File: config.mk
export PLATFORM = sky130hd
export DESIGN_NAME = erase_status_gen
export DESIGN_NICKNAME = d
export VERILOG_FILES = /design/src/rtl/esg_pkg.sv /design/src/rtl/esg_countdown.sv /design/src/rtl/esg_toggle.sv /design/src/rtl/esg_fsm.sv /design/src/rtl/erase_status_gen.sv
export SDC_FILE = /design/constraint.sdc
export NUM_CORES = 1
export LEC_CHECK = 0
export ABC_AREA = 1
export BUFFER_PORTS_ARGS = -buffer_cell sky130_fd_sc_hd__buf_2
export CORE_MARGIN = 2
export CORE_UTILIZATION = 55
export DETAILED_ROUTE_END_ITERATION = 16
export PLACE_DENSITY = 0.8
export SLEW_MARGIN = 0
export SYNTH_ARGS = -nofsm -noshare
export SYNTH_HDL_FRONTEND = slang
export SYNTH_SLANG_ARGS = --single-unit
File: constraint.sdc
create_clock -name clk -period 2.3 [get_ports clk]
set_input_delay 0.345 -clock clk [delete_from_list [all_inputs] [get_ports clk]]
set_output_delay 0.345 -clock clk [all_outputs]
set_load 0.02 [all_outputs]
File: src/rtl/esg_pkg.sv
package esg_pkg;
    typedef enum logic [2:0] {
        ST_IDLE,
        ST_WINDOW,
        ST_ERASING,
        ST_SUSP_PEND,
        ST_SUSPENDED,
        ST_FAILED
    } esg_state_t;
endpackage

File: src/rtl/esg_countdown.sv
module esg_countdown #(
    parameter int LEN = 100
) (
    input  logic clk,
    input  logic rst_n,
    input  logic load_i,
    input  logic run_i,
    output logic zero_o
);
    localparam int CW = (LEN < 2) ? 1 : $clog2(LEN);
    localparam logic [CW-1:0] RELOAD = CW'(LEN - 1);

    logic [CW-1:0] cnt_q;

    always_ff @(posedge clk or negedge rst_n) begin
        if (!rst_n)
            cnt_q <= '0;
        else if (load_i)
            cnt_q <= RELOAD;
        else if (run_i && cnt_q != '0)
            cnt_q <= cnt_q - 1'b1;
    end

    assign zero_o = (cnt_q == '0);
endmodule

File: src/rtl/esg_toggle.sv
module esg_toggle (
    input  logic clk,
    input  logic rst_n,
    input  logic rd_i,
    input  logic rd_erasing_i,
    input  logic run_en_i,
    input  logic susp_en_i,
    output logic run_tog_o,
    output logic susp_tog_o
);
    logic run_flip, susp_flip;

    assign run_flip  = rd_i && run_en_i;
    assign susp_flip = rd_i && rd_erasing_i && susp_en_i;

    always_ff @(posedge clk or negedge rst_n) begin
        if (!rst_n) begin
            run_tog_o  <= 1'b0;
            susp_tog_o <= 1'b0;
        end else begin
            if (run_flip)  run_tog_o  <= ~run_tog_o;
            if (susp_flip) susp_tog_o <= ~susp_tog_o;
        end
    end

    assert_run_hold_R4: assert property (@(posedge clk) disable iff (!rst_n)
        !(rd_i && run_en_i) |=> $stable(run_tog_o));
    assert_run_flip_R4: assert property (@(posedge clk) disable iff (!rst_n)
        (rd_i && run_en_i) |=> (run_tog_o != $past(run_tog_o)));
    assert_susp_hold_R11: assert property (@(posedge clk) disable iff (!rst_n)
        !(rd_i && rd_erasing_i && susp_en_i) |=> $stable(susp_tog_o));
endmodule

File: src/rtl/esg_fsm.sv
module esg_fsm
    import esg_pkg::*;
(
    input  logic       clk,
    input  logic       rst_n,
    input  logic       start_i,
    input  logic       add_i,
    input  logic       bank_i,
    input  logic       reset_cmd_i,
    input  logic       suspend_i,
    input  logic       resume_i,
    input  logic       done_i,
    input  logic       fail_i,
    input  logic       win_zero_i,
    input  logic       sus_zero_i,
    output esg_state_t state_o,
    output logic       win_load_o,
    output logic       sus_load_o
);
    esg_state_t state_q, state_d;
    logic       bank_q;

    always_ff @(posedge clk or negedge rst_n) begin
        if (!rst_n) begin
            state_q <= ST_IDLE;
            bank_q  <= 1'b0;
        end else begin
            state_q <= state_d;
            if (state_q == ST_IDLE && start_i)
                bank_q <= bank_i;
        end
    end

    always_comb begin
        state_d = state_q;
        unique case (state_q)
            ST_IDLE:
                if (start_i) state_d = ST_WINDOW;
            ST_WINDOW:
                if (reset_cmd_i)                  state_d = ST_IDLE;
                else if (add_i && bank_i != bank_q) state_d = ST_IDLE;
                else if (add_i)                   state_d = ST_WINDOW;
                else if (win_zero_i)              state_d = ST_ERASING;
            ST_ERASING:
                if (done_i)         state_d = fail_i ? ST_FAILED : ST_IDLE;
                else if (suspend_i) state_d = ST_SUSP_PEND;
            ST_SUSP_PEND:
                if (done_i)          state_d = fail_i ? ST_FAILED : ST_IDLE;
                else if (sus_zero_i) state_d = ST_SUSPENDED;
            ST_SUSPENDED:
                if (resume_i) state_d = ST_ERASING;
            ST_FAILED:
                if (reset_cmd_i) state_d = ST_IDLE;
        endcase
    end

    always_comb begin
        state_o    = state_q;
        win_load_o = (state_q == ST_IDLE && start_i) ||
                     (state_q == ST_WINDOW && !reset_cmd_i && add_i && bank_i == bank_q);
        sus_load_o = (state_q == ST_ERASING && suspend_i && !done_i);
    end

    assert_no_early_erase_R2: assert property (@(posedge clk) disable iff (!rst_n)
        (state_q == ST_WINDOW && !win_zero_i) |=> (state_q != ST_ERASING));
    assert_failed_sticky_R5: assert property (@(posedge clk) disable iff (!rst_n)
        (state_q == ST_FAILED && !reset_cmd_i) |=> (state_q == ST_FAILED));
    assert_erase_ignores_reset_R9: assert property (@(posedge clk) disable iff (!rst_n)
        (state_q == ST_ERASING && reset_cmd_i && !done_i) |=> (state_q != ST_IDLE));
    assert_resume_R10: assert property (@(posedge clk) disable iff (!rst_n)
        (state_q == ST_SUSPENDED && resume_i) |=> (state_q == ST_ERASING));
endmodule

File: src/rtl/erase_status_gen.sv
module erase_status_gen
    import esg_pkg::*;
#(
    parameter int CLK_MHZ   = 200,
    parameter int WINDOW_US = 100,
    parameter int SUSP_US   = 15
) (
    input  logic       clk,
    input  logic       rst_n,
    input  logic       start_i,
    input  logic       add_i,
    input  logic       bank_i,
    input  logic       reset_cmd_i,
    input  logic       suspend_i,
    input  logic       resume_i,
    input  logic       rd_i,
    input  logic       rd_erasing_i,
    input  logic       done_i,
    input  logic       fail_i,
    output logic [7:0] stat_o,
    output logic       busy_o,
    output logic       array_o
);
    localparam int WIN_CYC = (CLK_MHZ * WINDOW_US < 1) ? 1 : CLK_MHZ * WINDOW_US;
    localparam int SUS_CYC = (CLK_MHZ * SUSP_US < 1) ? 1 : CLK_MHZ * SUSP_US;

    esg_state_t st;
    logic win_load, sus_load, win_zero, sus_zero;
    logic run_tog, susp_tog, run_en, susp_en;

    esg_fsm u_fsm (
        .clk(clk), .rst_n(rst_n),
        .start_i(start_i), .add_i(add_i), .bank_i(bank_i),
        .reset_cmd_i(reset_cmd_i), .suspend_i(suspend_i), .resume_i(resume_i),
        .done_i(done_i), .fail_i(fail_i),
        .win_zero_i(win_zero), .sus_zero_i(sus_zero),
        .state_o(st), .win_load_o(win_load), .sus_load_o(sus_load)
    );

    esg_countdown #(.LEN(WIN_CYC)) u_win_cnt (
        .clk(clk), .rst_n(rst_n), .load_i(win_load),
        .run_i(st == ST_WINDOW), .zero_o(win_zero)
    );

    esg_countdown #(.LEN(SUS_CYC)) u_sus_cnt (
        .clk(clk), .rst_n(rst_n), .load_i(sus_load),
        .run_i(st == ST_SUSP_PEND), .zero_o(sus_zero)
    );

    assign run_en  = (st == ST_WINDOW) || (st == ST_ERASING) ||
                     (st == ST_SUSP_PEND) || (st == ST_FAILED);
    assign susp_en = (st == ST_WINDOW) || (st == ST_ERASING) ||
                     (st == ST_SUSP_PEND) || (st == ST_SUSPENDED);

    esg_toggle u_tog (
        .clk(clk), .rst_n(rst_n), .rd_i(rd_i), .rd_erasing_i(rd_erasing_i),
        .run_en_i(run_en), .susp_en_i(susp_en),
        .run_tog_o(run_tog), .susp_tog_o(susp_tog)
    );

    always_comb begin
        stat_o    = '0;
        stat_o[2] = susp_tog;
        stat_o[6] = run_tog;
        busy_o    = (st != ST_IDLE);
        array_o   = 1'b0;
        unique case (st)
            ST_IDLE: begin
                stat_o[7] = 1'b1;
                array_o   = 1'b1;
            end
            ST_WINDOW: ;
            ST_ERASING, ST_SUSP_PEND:
                stat_o[3] = 1'b1;
            ST_SUSPENDED: begin
                stat_o[3] = 1'b1;
                stat_o[6] = 1'b1;
                array_o   = !rd_erasing_i;
            end
            ST_FAILED: begin
                stat_o[3] = 1'b1;
                stat_o[5] = 1'b1;
            end
        endcase
    end

    logic [31:0] pend_cyc;
    always_ff @(posedge clk or negedge rst_n) begin
        if (!rst_n)                 pend_cyc <= '0;
        else if (st == ST_SUSP_PEND) pend_cyc <= pend_cyc + 1'b1;
        else                        pend_cyc <= '0;
    end

    assert_susp_latency_R6: assert property (@(posedge clk) disable iff (!rst_n)
        (st == ST_SUSP_PEND) |-> (pend_cyc < 32'(SUS_CYC)));
    assert_idle_polling_R5: assert property (@(posedge clk) disable iff (!rst_n)
        $fell(busy_o) |-> (stat_o[7] && !stat_o[5]));
endmodule

==> results of run 1 <==
-- per-stage QoR --
| stage | std cells | setup WS [ns] | area [sq um] | hold WS (ns) |
|---|---|---|---|---|
| finish | 398 | 0.5851 | 2460 | 0.09826 |
| CTS | 398 | 0.5894 | 2460 | 0.1361 |
| detailed placement | 390 | 0.6067 | 2359 | 0.4532 |
| floorplan | 328 | 0.8321 | 2252 | 0.04941 |
| global placement | 390 | 0.7320 | 2359 | 0.4479 |
| global route | 398 | 0.3963 | 2460 | 0.1836 |
-- state kept, by name (all words and copies together) (netlist names) --
signal / count
u_fsm.bank_q: 1
u_fsm.state_o: 3
u_sus_cnt.cnt_q: 12
u_tog.run_tog_o: 1
u_tog.susp_tog_o: 1
u_win_cnt.cnt_q: 15
-- final timing paths --
check / from / slack [ns] / end / depth (start not counted)
max in group asynchronous: rst_n / 1.73 / u_win_cnt.cnt_q[13] / 1
max: u_win_cnt.cnt_q[0] / 0.59 / u_win_cnt.cnt_q[4] / 9
min: rst_n / 0.1 / u_sus_cnt.cnt_q[8] / 1
min reg2reg: u_win_cnt.cnt_q[14] / 0.47 / u_win_cnt.cnt_q[14] / 2
min in group clk: bank_i / 0.29 / u_fsm.bank_q / 3
max reg2reg: u_win_cnt.cnt_q[0] / 0.59 / u_win_cnt.cnt_q[4] / 9
-- power breakdown --
| group | switching (uW) | leakage [uW] | internal (uW) |
|---|---|---|---|
| Clock | 223 | 0.0000542 | 271 |
| Combinational | 834 | 0.000826 | 414 |
| Sequential | 159 | 0.000386 | 742 |
-- placed cells by master (no fill, tap or decap) --
cell type / instances
buf_2: 18
o211ai_1: 1
nor2_4: 5
inv_2: 4
conb_1: 3
ha_1: 3
dfrtp_1: 33
nor3_1: 2
clkbuf_8: 7
o21ai_1: 1
o21ai_0: 16
nand2_2: 6
nand2_4: 2
xor2_1: 5
nor2_8: 1
inv_1: 35
nand4_1: 6
inv_4: 1
nand3_1: 43
xnor2_1: 2
buf_4: 1
nor2_1: 41
nor2_2: 3
or2_2: 2
nand3b_1: 4
a21oi_1: 4
a21boi_4: 1
clkinv_2: 1
nand2_1: 97
-- kinds of logic after synthesis --
family	count (synthesis)	synth area share, %
buffers and inverters	47	9.197
and+or+nand+nor	212	43.59
other	1	0.1671
adders and majority gates	3	1.672
xor gates and xnor gates	7	2.731
AOI/OAI and AO/OA	23	5.853
DFF	33	36.79
-- synth_stat cells (2+ instances only) --
cell type  number  area [sq um]
nand2_2         6         37.54
nor2_1         41         153.9
inv_2           4         15.01
xor2_1          5         43.79
nor2_2          3         18.77
a21oi_1         4         20.02
xnor2_1         2         17.52
nand4_1         6         37.54
nor2_4          5         56.30
nand3_1        43         215.2
nor3_1          2         10.01
nand2_4         2         22.52
nand3b_1        4         30.03
buf_4           5         37.54
ha_1            3         37.54
o21ai_0        16         80.08
inv_1          35         131.4
or2_2           2         12.51
nand2_1        97         364.1
dfrtp_1        33         825.8
-- critical path, cell delays in order (launching register included) --
cell and delay [ns]:
dfrtp_1 0.40, inv_1 0.10, ha_1 0.23, nand2_1 0.10
nor2_2 0.18, nand2_1 0.11, nand2_2 0.17, inv_2 0.11
nand3_1 0.08, nand3_1 0.08
-- cell type report --
cell class | instances | area [sq um] | share of cell area (%)
Multi-Input combinational cell | 248 | 1220 | 49.59
Tap cell | 50 | 62.56 | 2.543
Timing Repair Buffer | 19 | 97.59 | 3.967
Sequential cell | 33 | 825.8 | 33.57
Inverter | 40 | 152.6 | 6.205
Clock buffer | 7 | 96.34 | 3.917
Clock inverter | 1 | 5.005 | 0.2035
-- routing by layer --
layer  wire length (um)  track usage, %  part of all wire, %
met5                  0               0                    0
met4                 75           9.500                  1.6
met3                165           5.263                  3.6
met2               2129           36.89                   46
met1               2218           30.81                   48
==> results.sh, run 1 <==
export IMPL_drc=0
export IMPL_areaGrowthSynthToFinish_pct=9.588
export IMPL_die_w_um=67.89
export IMPL_pin_count=22
export IMPL_fin_crit_sh_pct=74.56
export IMPL_nets=362
export IMPL_power_uw=2643
export IMPL_finalCriticalPeriod_ns=1.715
export IMPL_critical_path_max_fanout=9
export IMPL_synth_warnings=0
export IMPL_die_h_um=67.89
export IMPL_power_density_nw_per_um2=1074
export IMPL_ys_seq_elements=33
export IMPL_drt_first_pass_iters=4
export IMPL_cts_tree="built"
export IMPL_skew_ns=0.01198
export IMPL_start_kind="register"
export IMPL_hold_path_class="in2async"
export IMPL_start_util_pct=56.52
export IMPL_io_buffers=18
export IMPL_netlist_cell_type_count=28
export IMPL_cts_sinks=33
export IMPL_clkLatencyLatePin_ns=0.29
export IMPL_synth_area_sq_um=2245
export IMPL_cp_end_kind="register"
export IMPL_htree_levels=2
export IMPL_nFillCells=344
export IMPL_criticalPathCategory="reg2reg"
export IMPL_async_flop_share_pct=100.0
export IMPL_grt_overflow=0
export IMPL_ys_flop_type="dfrtp_1"
export IMPL_hold_viol_final=0
export IMPL_cts_hold_buf=0
export IMPL_irDropWorstVdd_uv=821.2
export IMPL_wl_per_cell_um=11.53
export IMPL_avgViaCountPerCell=5.013
export IMPL_dieArea_sq_um=4608
export IMPL_worst_endpoint_arrival_ns=1.87
export IMPL_tightest_slew_ns=0.7191
export IMPL_diodes=0
export IMPL_row_count=23
export IMPL_cts_reportedPaths_clkPinSlew_ns=0.07
export IMPL_ys_seq_area_share_pct=36.79
export IMPL_core_region_area_sq_um=3971
export IMPL_grt_start_max_net_pins=34
export IMPL_setup_tns_final_ns=0
export IMPL_slew_violations=0
export IMPL_clockBufferDepth=2
export IMPL_drt_iter0_markers=74
export IMPL_status="finished clean"
export IMPL_final_core_util_pct=61.94
export IMPL_grt_pass1_wl_um=8093
export IMPL_max_freq_mhz=583.1
export IMPL_crit_required_ns=2.46
export IMPL_maxSlewHeadroom_pct=52.06
export IMPL_dpl_hpwl_um=3423
export IMPL_gp_congestion=0.9039
export IMPL_setup_violations=0
export IMPL_syn_inst=326
export IMPL_synth_edff_count=0
export IMPL_drv_cap=0
export IMPL_cts_resized=0
export IMPL_vias=1995
export IMPL_grtUsageTotal_pct=23.26
export IMPL_syn_avg_cell_area_sq_um=6.885
export IMPL_drive_above_1_share_pct=14.94
export IMPL_postCtsSetupBuffers=0
export IMPL_grt_antenna_before_repair=0
export IMPL_cts_root_buffer="clkbuf_8"
export IMPL_numCtsBuffers=5
export IMPL_first_global_vias=1892
export IMPL_wl_um=4588
export IMPL_grt_setup_unrepaired="false"
export IMPL_cellLeakagePower_uw=0.001266
export IMPL_ant_nets=0
No activity file was read; power rests on OpenSTA's default activity.
==> run 2: changes to the inputs <==
--- a/config.mk
+++ b/config.mk
@@ -8,9 +8,9 @@
 export ABC_AREA = 1
 export BUFFER_PORTS_ARGS = -buffer_cell sky130_fd_sc_hd__buf_2
 export CORE_MARGIN = 2
-export CORE_UTILIZATION = 55
+export CORE_UTILIZATION = 53
 export DETAILED_ROUTE_END_ITERATION = 16
-export PLACE_DENSITY = 0.8
+export PLACE_DENSITY = 0.81
 export SLEW_MARGIN = 0
 export SYNTH_ARGS = -nofsm -noshare
 export SYNTH_HDL_FRONTEND = slang
==> constraint.sdc (replaced) <==
create_clock -name clk -period 1.39 [get_ports clk]
set_input_delay 0.2085 -clock clk [delete_from_list [all_inputs] [get_ports clk]]
set_output_delay 0.2085 -clock clk [all_outputs]
set_load 0.02 [all_outputs]
==> results.sh, run 2 (synthesis gave the netlist of run 1 again) <==
export IMPL_violations="negative setup slack"
export IMPL_drv_cap=0
export IMPL_drive_above_1_share_pct=45.61
export IMPL_die_h_um=69.08
export IMPL_dieArea_sq_um=4772
export IMPL_first_global_vias=2491
export IMPL_wl_um=9329
export IMPL_cts_reportedPaths_clkPinSlew_ns=0.08
export IMPL_holdWs_ns=0.1963
export IMPL_nets=426
export IMPL_largest_register_ffs=15
export IMPL_power_density_nw_per_um2=1951
export IMPL_finalCriticalPeriod_ns=1.654
export IMPL_grt_util_met3_pct=5.848
export IMPL_diodes=0
export IMPL_fin_ws_ns=-0.2641
export IMPL_holdCritStartpoint="bank_i"
export IMPL_htree_levels=2
export IMPL_pin_count=22
export IMPL_critical_path_max_fanout=7
export IMPL_grt_antenna_before_repair=0
export IMPL_setup_tns_final_ns=-5.761
export IMPL_io_buffers=18
export IMPL_grt_start_max_net_pins=34
export IMPL_ant_nets=0
export IMPL_cp_cell_sequence="inv_2 > nand2_4 > nor2_4 > nand2_2 > nor2_4 > nor2_8 > buf_12 > nand3_1 > nand2_1 > nand2_1"
export IMPL_slew_violations=0
export IMPL_largest_register="u_win_cnt.cnt_q"
export IMPL_vias=2917
export IMPL_criticalPathCategory="reg2reg"
export IMPL_layout_common_cells="nand2_1, buf_4, nand3_1"
export IMPL_critical_path_reg2reg_startpoint="u_fsm.state_o[1]"
export IMPL_gr_usage_met2_pct=50.96
export IMPL_grt_busiest_layer="met2"
export IMPL_cp_slowest_stage_delay_ns=0.47
export IMPL_hold_viol_final=0
export IMPL_irDropWorstVdd_uv=1597
export IMPL_setup_violations=36
export IMPL_cts_root_buffer="clkbuf_8"
export IMPL_dpl_cell_count=435
export IMPL_core_region_area_sq_um=4029
export IMPL_crit_required_ns=1.63
export IMPL_cp_end_kind="register"
export IMPL_crit_slowest_cell="dfrtp_2"
export IMPL_r2r_end="u_win_cnt.cnt_q[10]"
export IMPL_start_kind="register"
export IMPL_placedInstanceArea_sq_um=2719
export IMPL_p_int_uw=3408
export IMPL_row_count=23
export IMPL_p_clk_share_pct=10.9
export IMPL_cts_sinks=33
export IMPL_drt_iter0_markers=475
export IMPL_dpl_hpwl_um=4082
export IMPL_cts_tree="built"
export IMPL_status="finished, violations left"
export IMPL_clockBufferDepth=2
export IMPL_final_common_cell="nand2_1"
export IMPL_clkLatencyLatePin_ns=0.30
export IMPL_avgViaCountPerCell=6.341
export IMPL_hold_path_class="in2reg"
export IMPL_grtUsageTotal_pct=29.15
export IMPL_power_frac_comb_pct=65.8
export IMPL_fin_crit_sh_pct=119.0
export IMPL_numCtsBuffers=5
export IMPL_fin_cells=460
export IMPL_finalInstanceArea_sq_um=3371
export IMPL_die_w_um=69.08
export IMPL_met1_usage_pct=34.85
export IMPL_drc=0
export IMPL_cellLeakagePower_uw=0.001693
export IMPL_areaGrowthSynthToFinish_pct=50.17
export IMPL_wl_per_cell_um=20.28
export IMPL_drt_first_pass_iters=6
export IMPL_rrSetupSlack_ns=-0.26
export IMPL_min_path_cells=3
export IMPL_skew_ns=0.009305
export IMPL_gp_congestion=0.8983
export IMPL_p_sw_share_pct=48.19
export IMPL_reg2regPathDepth=10
export IMPL_grt_pass1_wl_um=11360
export IMPL_switching_power_uw=3169
export IMPL_start_util_pct=55.71
export IMPL_seq_power_share_pct=23.3
export IMPL_worst_endpoint_arrival_ns=1.90
export IMPL_grt_overflow=0
export IMPL_nFillCells=175
export IMPL_max_freq_mhz=604.6
export IMPL_grt_setup_unrepaired="true"
export IMPL_whs_endpoint="u_fsm.bank_q"
==> run 2: cell count changes in the layout (fill, tap and decap cells not counted), sizes merged <==
cell / delta
dlygate4sd3: +1
clkbuf: -2
buf: +63
==> run 2: area by class of cell <==
class                      count  area [sq um]  area share [%]
multi-input combinational    248          1550           45.99
clock buffer                   5         68.82           2.042
tap                           50         62.56           1.856
sequential                    33         830.8           24.65
timing repair buffer          83         685.7           20.34
inverter                      40         167.7           4.974
clock inverter                 1         5.005          0.1485
==> run 2: stage by stage <==
step	utilization [%]	worst slack [ns]	power, uW
floorplan	-	0.009179	3194
global placement	67.48	-0.06961	4131
detailed placement	67.48	-0.1210	4220
CTS	76.27	-0.1028	5472
global route	83.66	-0.2716	6783
finish	83.66	-0.2641	6578
==> run 2: timing repair <==
item                       4_1_cts  5_1_grt
resized for setup               65       65
buffers inserted                 9        9
hold buffers                     1        0
setup endpoints to repair       33       36
gates cloned                     0        0
hold endpoints to repair        33        0
pin swaps                       12       30
==> run 2: power groups by stage <==
| stage | registers [uW] | clock network, uW | logic (uW) |
|---|---|---|---|
| after floorplan | 1420 | 0 | 1770 |
| after global placement | 1440 | 0 | 2690 |
| after detailed placement | 1460 | 0 | 2770 |
| after CTS | 1450 | 676 | 3340 |
| after global routing | 1540 | 740 | 4500 |
| final | 1530 | 719 | 4330 |
==> run 2: per-layer routing <==
metal | up-vias | part of all wire, %
met4 | 0 | 7.4
li1 | 1193 | -
met2 | 298 | 47
met5 | - | 0
met3 | 98 | 12
met1 | 1328 | 34
==> run 2: how the worst max path moves through the flow <==
stage                                  start             endpoint  slack, ns  cells past startpoint
after CTS                   u_fsm.state_o[0]            stat_o[7]      -0.10                      5
after floorplan           u_win_cnt.cnt_q[1]   u_win_cnt.cnt_q[4]      0.009                      9
after global routing        u_fsm.state_o[1]   u_win_cnt.cnt_q[5]      -0.27                     10
after global placement    u_sus_cnt.cnt_q[6]   u_sus_cnt.cnt_q[0]      -0.07                      8
after detailed placement  u_sus_cnt.cnt_q[1]   u_sus_cnt.cnt_q[4]      -0.12                      9
final                       u_fsm.state_o[1]  u_win_cnt.cnt_q[10]      -0.26                     10
==> run 2: worst max-delay path, delay by kind of cell (launching register included) <==
kind          cells  cell delay (ns)
buf+inv           2             0.25
flops             1             0.47
simple gates      8             0.87
